`src/rtl/uart_dbuf_pkg.sv`:
```
package uart_dbuf_pkg;
  typedef enum logic {TX_IDLE = 1'b0, TX_SEND = 1'b1} tx_state_e;
endpackage

```
`src/rtl/uart_strobe_fall.sv`:
```
module uart_strobe_fall (
  input  logic clk_i,
  input  logic rst_ni,
  input  logic strobe_ni,
  output logic fall_o
);
  logic strobe_q;

  always_ff @(posedge clk_i or negedge rst_ni) begin
    if (!rst_ni) strobe_q <= 1'b1;
    else         strobe_q <= strobe_ni;
  end

  assign fall_o = strobe_q & ~strobe_ni;


  fall_once_chk: assert property (@(posedge clk_i) disable iff (!rst_ni)
    fall_o |=> !fall_o);
endmodule

```
`src/rtl/uart_hold_reg.sv`:
```
module uart_hold_reg #(
  parameter int DATA_W = 8
) (
  input  logic              clk_i,
  input  logic              rst_ni,
  input  logic              wr_i,
  input  logic [DATA_W-1:0] data_i,
  input  logic              take_i,
  output logic              full_o,
  output logic [DATA_W-1:0] data_o
);
  always_ff @(posedge clk_i or negedge rst_ni) begin
    if (!rst_ni) begin
      full_o <= 1'b0;
      data_o <= '0;
    end else if (wr_i) begin
      full_o <= 1'b1;
      data_o <= data_i;
    end else if (take_i) begin
      full_o <= 1'b0;
    end
  end


  write_fills_chk: assert property (@(posedge clk_i) disable iff (!rst_ni)
    wr_i |=> full_o);


  overwrite_chk: assert property (@(posedge clk_i) disable iff (!rst_ni)
    (wr_i && full_o) |=> (data_o == $past(data_i)));
endmodule

```
`src/rtl/uart_tx_shifter.sv`:
```
module uart_tx_shifter
  import uart_dbuf_pkg::*;
#(
  parameter int DATA_W     = 8,
  parameter int OVERSAMPLE = 16,
  parameter int STOP_BITS  = 2
) (
  input  logic              clk_i,
  input  logic              rst_ni,
  input  logic              start_i,
  input  logic [DATA_W-1:0] data_i,
  output logic              tx_o,
  output logic              busy_o,
  output logic              last_o
);
  localparam int FRAME_W = DATA_W + 2 + STOP_BITS;
  localparam int TICK_W  = $clog2(OVERSAMPLE);
  localparam int BIT_W   = $clog2(FRAME_W);

  tx_state_e          state_q;
  logic [FRAME_W-1:0] frame_q, frame_d;
  logic [TICK_W-1:0]  tick_q;
  logic [BIT_W-1:0]   bit_q;
  logic               tick_end;

  // odd parity: bit set when the byte has an even count of ones
  assign frame_d  = {{STOP_BITS{1'b1}}, ~(^data_i), data_i, 1'b0};
  assign tick_end = (tick_q == TICK_W'(OVERSAMPLE - 1));
  assign busy_o   = (state_q == TX_SEND);
  assign last_o   = busy_o && tick_end && (bit_q == BIT_W'(FRAME_W - 1));
  assign tx_o     = busy_o ? frame_q[0] : 1'b1;

  always_ff @(posedge clk_i or negedge rst_ni) begin
    if (!rst_ni) begin
      state_q <= TX_IDLE;
      frame_q <= '1;
      tick_q  <= '0;
      bit_q   <= '0;
    end else if (start_i) begin
      state_q <= TX_SEND;
      frame_q <= frame_d;
      tick_q  <= '0;
      bit_q   <= '0;
    end else if (busy_o) begin
      if (tick_end) begin
        tick_q <= '0;
        if (last_o) begin
          state_q <= TX_IDLE;
        end else begin
          bit_q   <= bit_q + 1'b1;
          frame_q <= {1'b1, frame_q[FRAME_W-1:1]};
        end
      end else begin
        tick_q <= tick_q + 1'b1;
      end
    end
  end


  bit_hold_chk: assert property (@(posedge clk_i) disable iff (!rst_ni)
    (busy_o && tick_q != '0) |-> $stable(tx_o));


  start_low_chk: assert property (@(posedge clk_i) disable iff (!rst_ni)
    start_i |=> !tx_o);


  stop_high_chk: assert property (@(posedge clk_i) disable iff (!rst_ni)
    (busy_o && bit_q >= BIT_W'(FRAME_W - STOP_BITS)) |-> tx_o);
endmodule

```
`src/rtl/uart_dbuf_tx.sv`:
```
module uart_dbuf_tx #(
  parameter int DATA_W     = 8,
  parameter int OVERSAMPLE = 16,
  parameter int STOP_BITS  = 2
) (
  input  logic              clk_i,
  input  logic              rst_ni,
  input  logic              load_ni,
  input  logic [DATA_W-1:0] data_i,
  output logic              tx_o,
  output logic              hold_empty_o,
  output logic              shift_empty_o
);
  logic              load_fall;
  logic              hold_full;
  logic [DATA_W-1:0] hold_data;
  logic              take;
  logic              busy;
  logic              last;

  uart_strobe_fall u_fall (
    .clk_i     (clk_i),
    .rst_ni    (rst_ni),
    .strobe_ni (load_ni),
    .fall_o    (load_fall)
  );

  uart_hold_reg #(.DATA_W(DATA_W)) u_hold (
    .clk_i  (clk_i),
    .rst_ni (rst_ni),
    .wr_i   (load_fall),
    .data_i (data_i),
    .take_i (take),
    .full_o (hold_full),
    .data_o (hold_data)
  );

  // hand-off on idle, or in the last cycle of the final stop bit
  assign take = hold_full & (~busy | last);

  uart_tx_shifter #(
    .DATA_W     (DATA_W),
    .OVERSAMPLE (OVERSAMPLE),
    .STOP_BITS  (STOP_BITS)
  ) u_shift (
    .clk_i   (clk_i),
    .rst_ni  (rst_ni),
    .start_i (take),
    .data_i  (hold_data),
    .tx_o    (tx_o),
    .busy_o  (busy),
    .last_o  (last)
  );

  assign hold_empty_o  = ~hold_full;
  assign shift_empty_o = ~busy & ~hold_full;


  idle_high_chk: assert property (@(posedge clk_i) disable iff (!rst_ni)
    !busy |-> tx_o);


  drained_chk: assert property (@(posedge clk_i) disable iff (!rst_ni)
    shift_empty_o |-> (hold_empty_o && tx_o));


  handoff_chk: assert property (@(posedge clk_i) disable iff (!rst_ni)
    (last && hold_full && !load_fall) |=> (!tx_o && hold_empty_o));


  load_fill_chk: assert property (@(posedge clk_i) disable iff (!rst_ni)
    load_fall |=> !hold_empty_o);
endmodule

```
`config.mk`:
```
export PLATFORM = sky130hd
export DESIGN_NAME = uart_dbuf_tx
export DESIGN_NICKNAME = d
export VERILOG_FILES = /design/src/rtl/uart_dbuf_pkg.sv /design/src/rtl/uart_strobe_fall.sv /design/src/rtl/uart_hold_reg.sv /design/src/rtl/uart_tx_shifter.sv /design/src/rtl/uart_dbuf_tx.sv
export SDC_FILE = /design/constraint.sdc
export NUM_CORES = 1
export LEC_CHECK = 0
export BUFFER_PORTS_ARGS = -buffer_cell sky130_fd_sc_hd__buf_2
export CAP_MARGIN = 20
export CORE_ASPECT_RATIO = 0.8
export CORE_MARGIN = 5
export CORE_UTILIZATION = 55
export CTS_CLUSTER_SIZE = 12
export DETAILED_ROUTE_END_ITERATION = 8
export PLACE_DENSITY = 0.75
export SKIP_CTS_REPAIR_TIMING = 1
export SYNTH_ARGS = -nofsm -noshare
export SYNTH_HDL_FRONTEND = slang
export SYNTH_SLANG_ARGS = --single-unit
```
`constraint.sdc`:
```
create_clock -name clk_i -period 2.8 [get_ports clk_i]
set_input_delay 0.42 -clock clk_i [delete_from_list [all_inputs] [get_ports clk_i]]
set_output_delay 0.42 -clock clk_i [all_outputs]
set_load 0.05 [all_outputs]
```
* After elaboration in Yosys (flattened, before gate mapping) *
Cells that the tools add are included.

word-level totals
  output and inout port bits = 3
  logic and storage cells = 45
  register bits after elaboration = 31
  input bits = 11

operators by class
  multiplexer cells = 18
  bitwise gates (word level) = 8
  eq/ne operators = 3
  $add $sub $neg = 2
  reductions and logical operators = 7

operators by type and width
  cell                                          count
  two-way mux 12 bit                            4
  two-way mux 4 bit                             7
  adder 4 x 1 -> 4 bit, second input constant   2
  == test 4 bit, second input constant          2
  parity 8 bit                                  1
  two-way mux 1 bit                             7
  nonzero test 2 bit                            3
  NOT 1 bit                                     4
  bitwise AND 1 bit                             3
  AND reduction 3 bit                           1
  logical AND 1 bit                             2
  inequality test 2 bit, second input constant  1
  OR 1 bit                                      1

* Logic depth before layout (Yosys ltp) *
Gate-level depths: netlist of run 1.

  word-level depth = 7
  depth in mapped cells = 5
  gate-level depth less buffers = 5

* Modules after synthesis *
From an unflattened synthesis of run 1, not the netlist that was laid out.

unflattened totals
  cells, all modules = 119
  area total of the unflattened synthesis = 1393.8 µm²

by module, submodules not included
  module            area an instance (µm²)  cells each  seq. area each (µm²)  times used
  uart_tx_shifter   964.7                   93          488.0                 1
  uart_hold_reg     369.1                   20          225.2                 1
  uart_strobe_fall  40.0                    2           26.3                  1
  uart_dbuf_tx      20.0                    4           0.0                   1

* Worst setup path after synthesis of run 1 *
Ideal clock, no wire load.

  path kind = register to output
  start = reg u_shift.state_q (netlist: u_shift.busy_o)
  end = out shift_empty_o
  path slack = 1.066 ns
  path buffers = 1
  data arrival time = 1.314 ns
  stages on the path, launching flop included = 3
  required time = 2.380 ns
  path through = dfrtp_1 -> buf_4 -> nor2_1

on the way
  cells in the longest elaborated chain, start to end = 2

RTL lines
  element                   RTL line               source
  start: declaration        uart_tx_shifter.sv:20  tx_state_e state_q;
  start signal: assignment  uart_tx_shifter.sv:35  state_q <= TX_IDLE;
  start signal: assignment  uart_tx_shifter.sv:40  state_q <= TX_SEND;
  start signal: assignment  uart_tx_shifter.sv:48  state_q <= TX_IDLE;
  NOT 1 bit                 uart_dbuf_tx.sv:56     assign shift_empty_o = ~busy & ~hold_full;
  bitwise AND 1 bit         uart_dbuf_tx.sv:56
  end: declaration          uart_dbuf_tx.sv:12     output logic shift_empty_o

Every way passes these cells.

* Worst setup path in the final report of run 1 *
Same ends and word-level chain as after synthesis.

==> results of run 1 <==
## power by group through the flow
stage	combinational, mW	clock (mW)	sequential [mW]
final	0.464	0.241	0.720
after detailed placement	0.467	0	0.727
after floorplan	0.395	0	0.698
after CTS	0.470	0.251	0.720
after global routing	0.508	0.278	0.742
after global placement	0.454	0	0.720
## layer usage
metal | global-route usage [%] | part of all wire (%)
met1 | 20.81 | 50
met3 | 5.882 | 3.5
met4 | 4.348 | 0.41
met2 | 21.78 | 46
met5 | 0 | 0
## worst max-delay path: stages, from the launching register on
cell and delay, ns:
dfrtp_1 0.56, nor2_1 0.31, buf_2 0.33
## per-stage QoR
step / total power, mW / cell area (um2) / hold WS (ns)
finish: 1.425 / 1553 / 0.1041
global route: 1.528 / 1553 / 0.1333
CTS: 1.441 / 1553 / 0.1123
detailed placement: 1.194 / 1498 / 0.4713
global placement: 1.174 / 1498 / 0.4679
floorplan: 1.093 / 1405 / 0.1244
## layout make-up
class / instances / area, um2 / share of cell area, %
clock inverter: 3 / 17.52 / 1.128
tap: 36 / 45.04 / 2.901
clock buffer: 5 / 37.54 / 2.417
sequential: 29 / 739.5 / 47.62
inverter: 3 / 11.26 / 0.7252
multi-input combinational: 75 / 636.9 / 41.02
timing repair buffer: 13 / 65.06 / 4.190
## cells by family after synthesis
kind of cell	after synthesis
AO/OA/AOI/OAI	34
XOR/XNOR	8
adder cells (fa/ha/maj)	2
buffers and inverters	6
flip-flops	29
multiplexers	11
AND/OR/NAND/NOR	20
## state kept, by name, indices dropped and copies added (netlist names)
signal	flops
u_shift.frame_q	10
u_hold.data_o	8
u_shift.bit_q	4
u_shift.tick_q	4
u_fall.strobe_q	1
u_hold.full_o	1
u_shift.busy_o	1
## layout by cell type, fill, tap and decap left out, drive strengths merged, types with 3 or more instances in the layout
| cell type | netlist | layout |
|---|---|---|
| a21oi | 4 | 4 |
| a22o | 3 | 3 |
| a2bb2oi | 8 | 8 |
| buf | 3 | 13 |
| clkbuf | 0 | 5 |
| dfrtp | 18 | 18 |
| dfstp | 11 | 11 |
| inv | 3 | 3 |
| mux2 | 9 | 9 |
| nand2 | 6 | 6 |
| nand3 | 5 | 5 |
| o21ai | 6 | 6 |
| o22ai | 9 | 9 |
| xnor2 | 8 | 8 |
## final timing paths
check	from	to	slack, ns	cells past startpoint
setup reg to reg	u_shift.tick_q[0]	u_shift.frame_q[9]	1.07	5
hold / removal	rst_ni	u_hold.data_o[6]	0.10	1
max in group asynchronous	rst_ni	u_hold.data_o[0]	2.27	1
setup / recovery	u_shift.busy_o	shift_empty_o	0.86	2
min in group clk_i	load_ni	u_fall.strobe_q	0.21	1
hold reg to reg	u_shift.frame_q[1]	u_shift.frame_q[1]	0.51	1
==> flow_summary.yaml, run 1 <==
power_and_ir_drop:
  ir_worst_vdd_v: 0.0004129
  power_density_mw_per_mm2: 917.7
  internal-power_mw: 0.9560
  comb_power_share_pct: 32.6
  pwr-share-clk_pct: 16.9
  power_frac_seq_pct: 50.5
  leakagePower_nw: 0.6807
  swShare_pct: 32.91
  switchingPower_mw: 0.4690
final_layout:
  nFillCells: 204
  fin_util_pct: 63.58
  layout.cells.non_filler: 164
  nets: 140
  diodes: 0
  drive_above_1_share_pct: 41.41
  syn_to_final_growth_pct: 10.51
global_route:
  grt_usage_pct: 15.04
  grt_pass1_wl_um: 4257
  globalRouteOverflowTotal: 0
  antenna_found_initial: 0
  grt_pass1_vias: 934
  grt_max_degree: 30
yosys:
  synth_top_area_share_pct: 32.06
  synth_common_cells: "18 x dfrtp_1, 11 x dfstp_2, 9 x mux2_2, 9 x o22ai_1, 8 x a2bb2oi_1"
  synth-main-ff-cell: "dfrtp_1"
  synth_top_family_by_area: "compound AO/OA/AOI/OAI gates"
  postSynth.asyncResetShare_pct: 100.0
  syn_area_per_cell_um2: 12.77
  syn_area_mm2: 0.001405
  synth-compound-area-share_pct: 18.70
  synth_nets: 123
  synth_edf_count: 0
  synthMostInstantiatedCell: "dfrtp_1"
  synth-seq-cells: 29
  synthAdderAreaFrac_pct: 1.781
  yosys.area_share.simple_pct: 10.15
  ys_types: 35
  synth_area_leaders: "dfrtp_1 32%, dfstp_2 21%, mux2_2 7.2%, a2bb2oi_1 5.0%, o22ai_1 4.0%"
  yosys-mux-area-fraction_pct: 8.638
  ys_warn_count: 0
  seq_area_frac_synth_pct: 52.63
  yosys.area.top_type: "dfrtp_1"
  synth-xor-area-share_pct: 6.055
  syn_inst: 110
drt:
  dr.pass1.iters: 4
  wire_per_inst_um: 14.76
  via_per_inst: 5.530
  drt_wl_total_um: 2420
  vias: 907
  drc: 0
  dr.first_iter.drc_count: 65
  drtAntennaViolNets: 0
timing:
  finalClockSkew_ns: 0.01596
  fin_setup_tns_ns: 0
  final_max_slew_viol_count: 0
  setup_viol: 0
  rsz0062_at_grt: "no"
  fmax_mhz: 515.4
  slew-limit-headroom_pct: 45.04
  hold_viol_final: 0
  worst_pin_slew_ns: 0.8227
  fin_crit_ns: 1.940
  period_share_pct: 69.30
  setup_ws_ns: 0.8596
critical_path:
  end_kind: "output port"
  worstPathArrival_ns: 1.52
  path_max_fanout: 11
  crit_type: "flop to output port"
  worstPathRequired_ns: 2.38
  cp-start-kind: "flop"
place:
  pre_cts_ws_ns: 1.103
  dp_hpwl_um: 1745
  port_buffers: 13
  globalplace.congestion: 0.7723
  dp.cells: 156
clock_tree:
  tritoncts: "built"
  h-tree-depth: 2
  clk_pin_slew_ns: 0.10
  cts-root-buf: "clkbuf_4"
  cts.sinks: 29
  cts_buffer_depth: 2
  numCtsBuffers: 5
  clock_latency_ns: 0.32
die:
  die-area_mm2: 0.003672
  coreArea_mm2: 0.002442
  dieHeight_um: 55.21
  rows: 16
  die_w_um: 66.51
  io_pins: 14
  initial_core_util_pct: 57.53
run:
  max-cap-violations: 0
worst_hold_path:
  hold_path_class: "input pin to asynchronous set/reset pin"
outcome:
  status: "completed"
No activity file was read; power rests on OpenSTA's default activity.
==> run 2, diff against run 1 <==
--- a/config.mk
+++ b/config.mk
@@ -5,6 +5,7 @@
 export SDC_FILE = /design/constraint.sdc
 export NUM_CORES = 1
 export LEC_CHECK = 0
+export ABC_AREA = 1
 export BUFFER_PORTS_ARGS = -buffer_cell sky130_fd_sc_hd__buf_2
 export CAP_MARGIN = 20
 export CORE_ASPECT_RATIO = 0.8
==> constraint.sdc (replaced) <==
create_clock -name clk_i -period 1.8 [get_ports clk_i]
set_input_delay 0.27 -clock clk_i [delete_from_list [all_inputs] [get_ports clk_i]]
set_output_delay 0.27 -clock clk_i [all_outputs]
set_load 0.05 [all_outputs]
==> flow_summary.yaml, run 2 <==
critical_path:
  end_kind: "flop"
  worstPathRequired_ns: 2.07
  cp-start-kind: "flop"
  worstPathArrival_ns: 1.85
  path_max_fanout: 11
  crit_type: "flop to flop"
  rrSetupSlack_ns: 0.22
final_layout:
  diodes: 0
  final_common_cell: "nand2_1"
  final_cell_mix: "65 x nand2_1, 26 x inv_1, 18 x dfrtp_1"
  nets: 221
  reg_top3: "u_shift.frame_q (10), u_hold.data_o (8)"
  layout.cells.non_filler: 247
  top_register: "u_shift.frame_q"
  nFillCells: 261
  fin_util_pct: 61.32
  syn_to_final_growth_pct: 9.967
  stdcell_area_mm2: 0.001657
  drive_above_1_share_pct: 21.05
  largest_reg_flops: 10
clock_tree:
  clk_pin_slew_ns: 0.08
  h-tree-depth: 2
  cts-root-buf: "clkbuf_4"
  numCtsBuffers: 5
  tritoncts: "built"
  cts.sinks: 29
  clock_latency_ns: 0.33
  cts_buffer_depth: 2
yosys:
  synth-seq-cells: 29
  syn_inst: 190
  synth_edf_count: 0
  synth-main-ff-cell: "dfrtp_1"
  synthMostInstantiatedCell: "nand2_1"
  synth_nets: 203
  ys_warn_count: 0
  synth_area_leaders: "dfrtp_1 30%, dfstp_2 19%, nand2_1 16%, inv_1 6.5%, nand3_1 4.3%"
  ys_types: 23
  syn_area_mm2: 0.001506
  synth_top_area_share_pct: 29.90
  syn_area_per_cell_um2: 7.929
  seq_area_frac_synth_pct: 49.09
  synth_common_cells: "65 x nand2_1, 26 x inv_1, 18 x dfrtp_1"
  yosys.area.top_type: "dfrtp_1"
  postSynth.asyncResetShare_pct: 100.0
global_route:
  grt_pass1_wl_um: 5030
  grt_pass1_vias: 1212
  globalRouteOverflowTotal: 0
  grt_usage_pct: 17.30
  grt_max_degree: 30
  antenna_found_initial: 0
place:
  dp.cells: 238
  place_area_mm2: 0.001588
  dp_hpwl_um: 2121
  pre_cts_ws_ns: 0.2234
  globalplace.congestion: 0.7652
  port_buffers: 13
die:
  io_pins: 14
  initial_core_util_pct: 55.77
  die_w_um: 68.51
  die-area_mm2: 0.003892
  coreArea_mm2: 0.002701
  rows: 17
  dieHeight_um: 56.81
timing:
  setup_ws_ns: 0.2188
  setup_viol: 0
  hold_viol_final: 0
  finalClockSkew_ns: 0.01403
  fmax_mhz: 632.4
  fin_crit_ns: 1.581
  fin_setup_tns_ns: 0
  rsz0062_at_grt: "no"
  slew-limit-headroom_pct: 58.15
  timing.hold.ws_ns: 0.05227
  final_max_slew_viol_count: 0
  period_share_pct: 87.84
  worst_pin_slew_ns: 0.6278
power_and_ir_drop:
  internal-power_mw: 0.9153
  pwr-share-clk_pct: 33.2
  comb_power_share_pct: 10.7
  ir_worst_vdd_v: 0.0005131
  switchingPower_mw: 0.3242
  power_density_mw_per_mm2: 748.2
  swShare_pct: 26.15
  finalPower_mw: 1.239
  leakagePower_nw: 0.9184
  power_frac_seq_pct: 56.1
run:
  max-cap-violations: 0
drt:
  drtAntennaViolNets: 0
  drc: 0
  drt_wl_total_um: 2812
  wire_per_inst_um: 11.38
  dr.first_iter.drc_count: 70
  vias: 1211
  dr.pass1.iters: 4
  via_per_inst: 4.903
outcome:
  status: "completed"
worst_hold_path:
  hold_path_class: "input pin to flop"
-- run 2: cell count changes in the layout (fill, tap and decap cells not counted), sizes merged, moves of 3 or more --
cell     delta
a21oi       +5
a22o        -3
a2bb2oi     -8
clkbuf      +3
inv        +26
mux2        -9
nand2      +64
nand3       +9
nor2       +16
o22ai       -7
xnor2       -5
-- run 2: path summary, 6_finish.rpt --
kind / startpoint / to / depth (start not counted)
min in group asynchronous: rst_ni / u_hold.data_o[2] / 2
hold reg to reg: u_shift.frame_q[6] / u_shift.frame_q[6] / 2
setup / recovery: u_shift.bit_q[0] / u_shift.frame_q[7] / 9
hold / removal: load_ni / u_fall.strobe_q / 1
setup reg to reg: u_shift.bit_q[0] / u_shift.frame_q[7] / 9
max in group asynchronous: rst_ni / u_shift.bit_q[3] / 2
-- run 2: worst max-delay path: stages, from the launching register on --
cell and delay (ns):
dfrtp_1 0.42, ha_1 0.20, nand3_1 0.10, nand2_2 0.12
nand2_4 0.08, nor2_4 0.24, inv_2 0.14, nand2_1 0.08
nand3_1 0.07, nand2_1 0.07
-- run 2: cell families after synthesis --
| family | after synthesis | synth area share [%] |
|---|---|---|
| and+or+nand+nor | 103 | 29.32 |
| buffers and inverters | 33 | 9.800 |
| DFF | 29 | 49.09 |
| adders and majority gates | 2 | 1.661 |
| xor gates and xnor gates | 4 | 2.326 |
| AOI/OAI and AO/OA | 19 | 7.807 |
-- run 2: area by class of cell --
type	count	area, um2	share of cell area, %
clock buffer	8	58.81	3.550
inverter	29	108.9	6.571
multi-input combinational	128	619.3	37.39
sequential	29	739.5	44.64
tap	38	47.55	2.870
timing repair buffer	15	82.58	4.985
-- run 2: power groups by stage --
stage                     sequential [mW]  combinational (mW)  clock (mW)
after CTS                           0.696               0.131       0.421
after floorplan                     0.703              0.0871           0
after detailed placement            0.707               0.130           0
final                               0.696               0.132       0.411
after global placement              0.705               0.123           0
after global routing                0.702               0.151       0.454
-- run 2: metal layers --
metal / GRT usage, % / up-vias / part of all wire [%]
met5: 0 / - / 0
met4: 8.499 / 0 / 2.1
met3: 5.400 / 6 / 3.4
met2: 29.25 / 13 / 52
met1: 19.04 / 576 / 43
li1: - / 616 / -
==> run 3, diff against run 2 <==
--- a/config.mk
+++ b/config.mk
@@ -7,10 +7,10 @@
 export LEC_CHECK = 0
 export ABC_AREA = 1
 export BUFFER_PORTS_ARGS = -buffer_cell sky130_fd_sc_hd__buf_2
-export CAP_MARGIN = 20
-export CORE_ASPECT_RATIO = 0.8
+export CAP_MARGIN = 10
 export CORE_MARGIN = 5
 export CORE_UTILIZATION = 55
+export CTS_CLUSTER_DIAMETER = 60
 export CTS_CLUSTER_SIZE = 12
 export DETAILED_ROUTE_END_ITERATION = 8
 export PLACE_DENSITY = 0.75
==> flow_summary.yaml, run 3 (same netlist as run 2, synthesis figures left out) <==
outcome:
  status: "completed"
worst_hold_path:
  holdPathEnd: "u_fall.strobe_q"
  hp-start: "load_ni"
  hold_depth: 1
  hold_path_class: "input pin to flop"
timing:
  hold_viol_final: 0
  fin_setup_tns_ns: 0
  setup_viol: 0
  period_share_pct: 88.88
  rsz0062_at_grt: "no"
  final_max_slew_viol_count: 0
  fmax_mhz: 625.1
  slew-limit-headroom_pct: 59.06
  fin_crit_ns: 1.600
  worst_pin_slew_ns: 0.6140
  finalClockSkew_ns: 0.005538
die:
  dieHeight_um: 62.34
  io_pins: 14
  rows: 19
  die_w_um: 62.34
  die-area_mm2: 0.003886
  coreArea_mm2: 0.002686
  initial_core_util_pct: 56.08
final_layout:
  diodes: 0
  top_register: "u_shift.frame_q"
  syn_to_final_growth_pct: 8.887
  final_cell_mix: "65 x nand2_1, 26 x inv_1, 18 x dfrtp_1"
  final_common_cell: "nand2_1"
  drive_above_1_share_pct: 21.53
  nets: 221
  reg_top3: "u_shift.frame_q (10), u_hold.data_o (8)"
  multi_input_area_um2: 619.3
  nFillCells: 234
  largest_reg_flops: 10
  seq_area_um2: 739.5
power_and_ir_drop:
  ir_worst_vdd_v: 0.0007038
  leakagePower_nw: 0.9178
  power_density_mw_per_mm2: 732.6
  finalPower_mw: 1.202
clock_tree:
  cts_buffer_depth: 2
  clock_latency_ns: 0.33
  cts-root-buf: "clkbuf_4"
  h-tree-depth: 2
  cts.sinks: 29
  clk_pin_slew_ns: 0.10
  numCtsBuffers: 5
  tritoncts: "built"
critical_path:
  rrSetupSlack_ns: 0.23
  path_max_fanout: 4
  cp-start-kind: "flop"
  worstPathRequired_ns: 1.53
  crit_type: "flop to output port"
  r2r_end: "u_shift.frame_q[8]"
  worstPathArrival_ns: 1.33
  end_kind: "output port"
  r2r-start: "u_shift.bit_q[0]"
  reg2reg_depth: 9
global_route:
  grt_pass1_wl_um: 4740
  globalRouteOverflowTotal: 0
  grt_pass1_vias: 1112
  antenna_found_initial: 0
  grt_usage_pct: 15.29
  grt_max_degree: 30
run:
  max-cap-violations: 0
place:
  dp_hpwl_um: 1905
  port_buffers: 13
  globalplace.congestion: 0.8190
drt:
  dr.first_iter.drc_count: 52
  drtAntennaViolNets: 0
  vias: 1193
  via_per_inst: 4.971
  drc: 0
  drt_wl_total_um: 2599
  dr.pass1.iters: 4
  wire_per_inst_um: 10.83
run 3: metal layers:
metal / GRT usage (%) / wire length (um) / up-vias
met5: 0 / 0 / -
met2: 22.67 / 1201 / 21
met4: 7.958 / 66 / 0
li1: - / - / 615
met1: 19.28 / 1206 / 550
met3: 5.766 / 124 / 7
run 3: final cells by class:
cell class / instances / share of cell area (%)
Sequential cell: 29 / 45.08
Multi-Input combinational cell: 128 / 37.76
Tap cell: 31 / 2.365
Clock buffer: 6 / 2.517
Inverter: 29 / 6.636
Timing Repair Buffer: 15 / 5.034
Clock inverter: 2 / 0.6102
run 3: where the power goes:
part / switching, mW / internal (mW)
combinational: 0.0818 / 0.0460
sequential: 0.0172 / 0.677
clock: 0.231 / 0.148
total: 0.330 / 0.871
run 3: worst max-delay path by stage:
stage                 startpoint                  to  slack (ns)  depth (start not counted)
3_5_place_dp    u_shift.bit_q[0]   u_shift.tick_q[1]        0.25                          8
6_report          u_shift.busy_o       shift_empty_o        0.20                          2
3_3_place_gp    u_shift.bit_q[0]   u_shift.tick_q[1]        0.31                          8
2_1_floorplan     u_shift.busy_o   u_shift.tick_q[3]        0.06                          6
4_1_cts           u_shift.busy_o       shift_empty_o        0.16                          2
5_1_grt        u_shift.tick_q[0]  u_shift.frame_q[8]        0.03                          9
run 3: stage by stage:
step	util (%)	hold WS [ns]	cell area, um2	worst slack, ns	instances
floorplan	-	-0.02559	1506	0.05707	190
global placement	58.78	0.3168	1579	0.3109	231
detailed placement	58.78	0.3227	1579	0.2508	231
CTS	60.69	-0.04596	1630	0.1607	239
global route	61.06	0.01109	1640	0.02726	240
finish	61.06	0.04044	1640	0.2002	240
run 3: worst max-delay path, stage by stage, from the launching register on:
cell and delay, ns:
dfrtp_1 0.45, nor2_1 0.23, buf_2 0.31
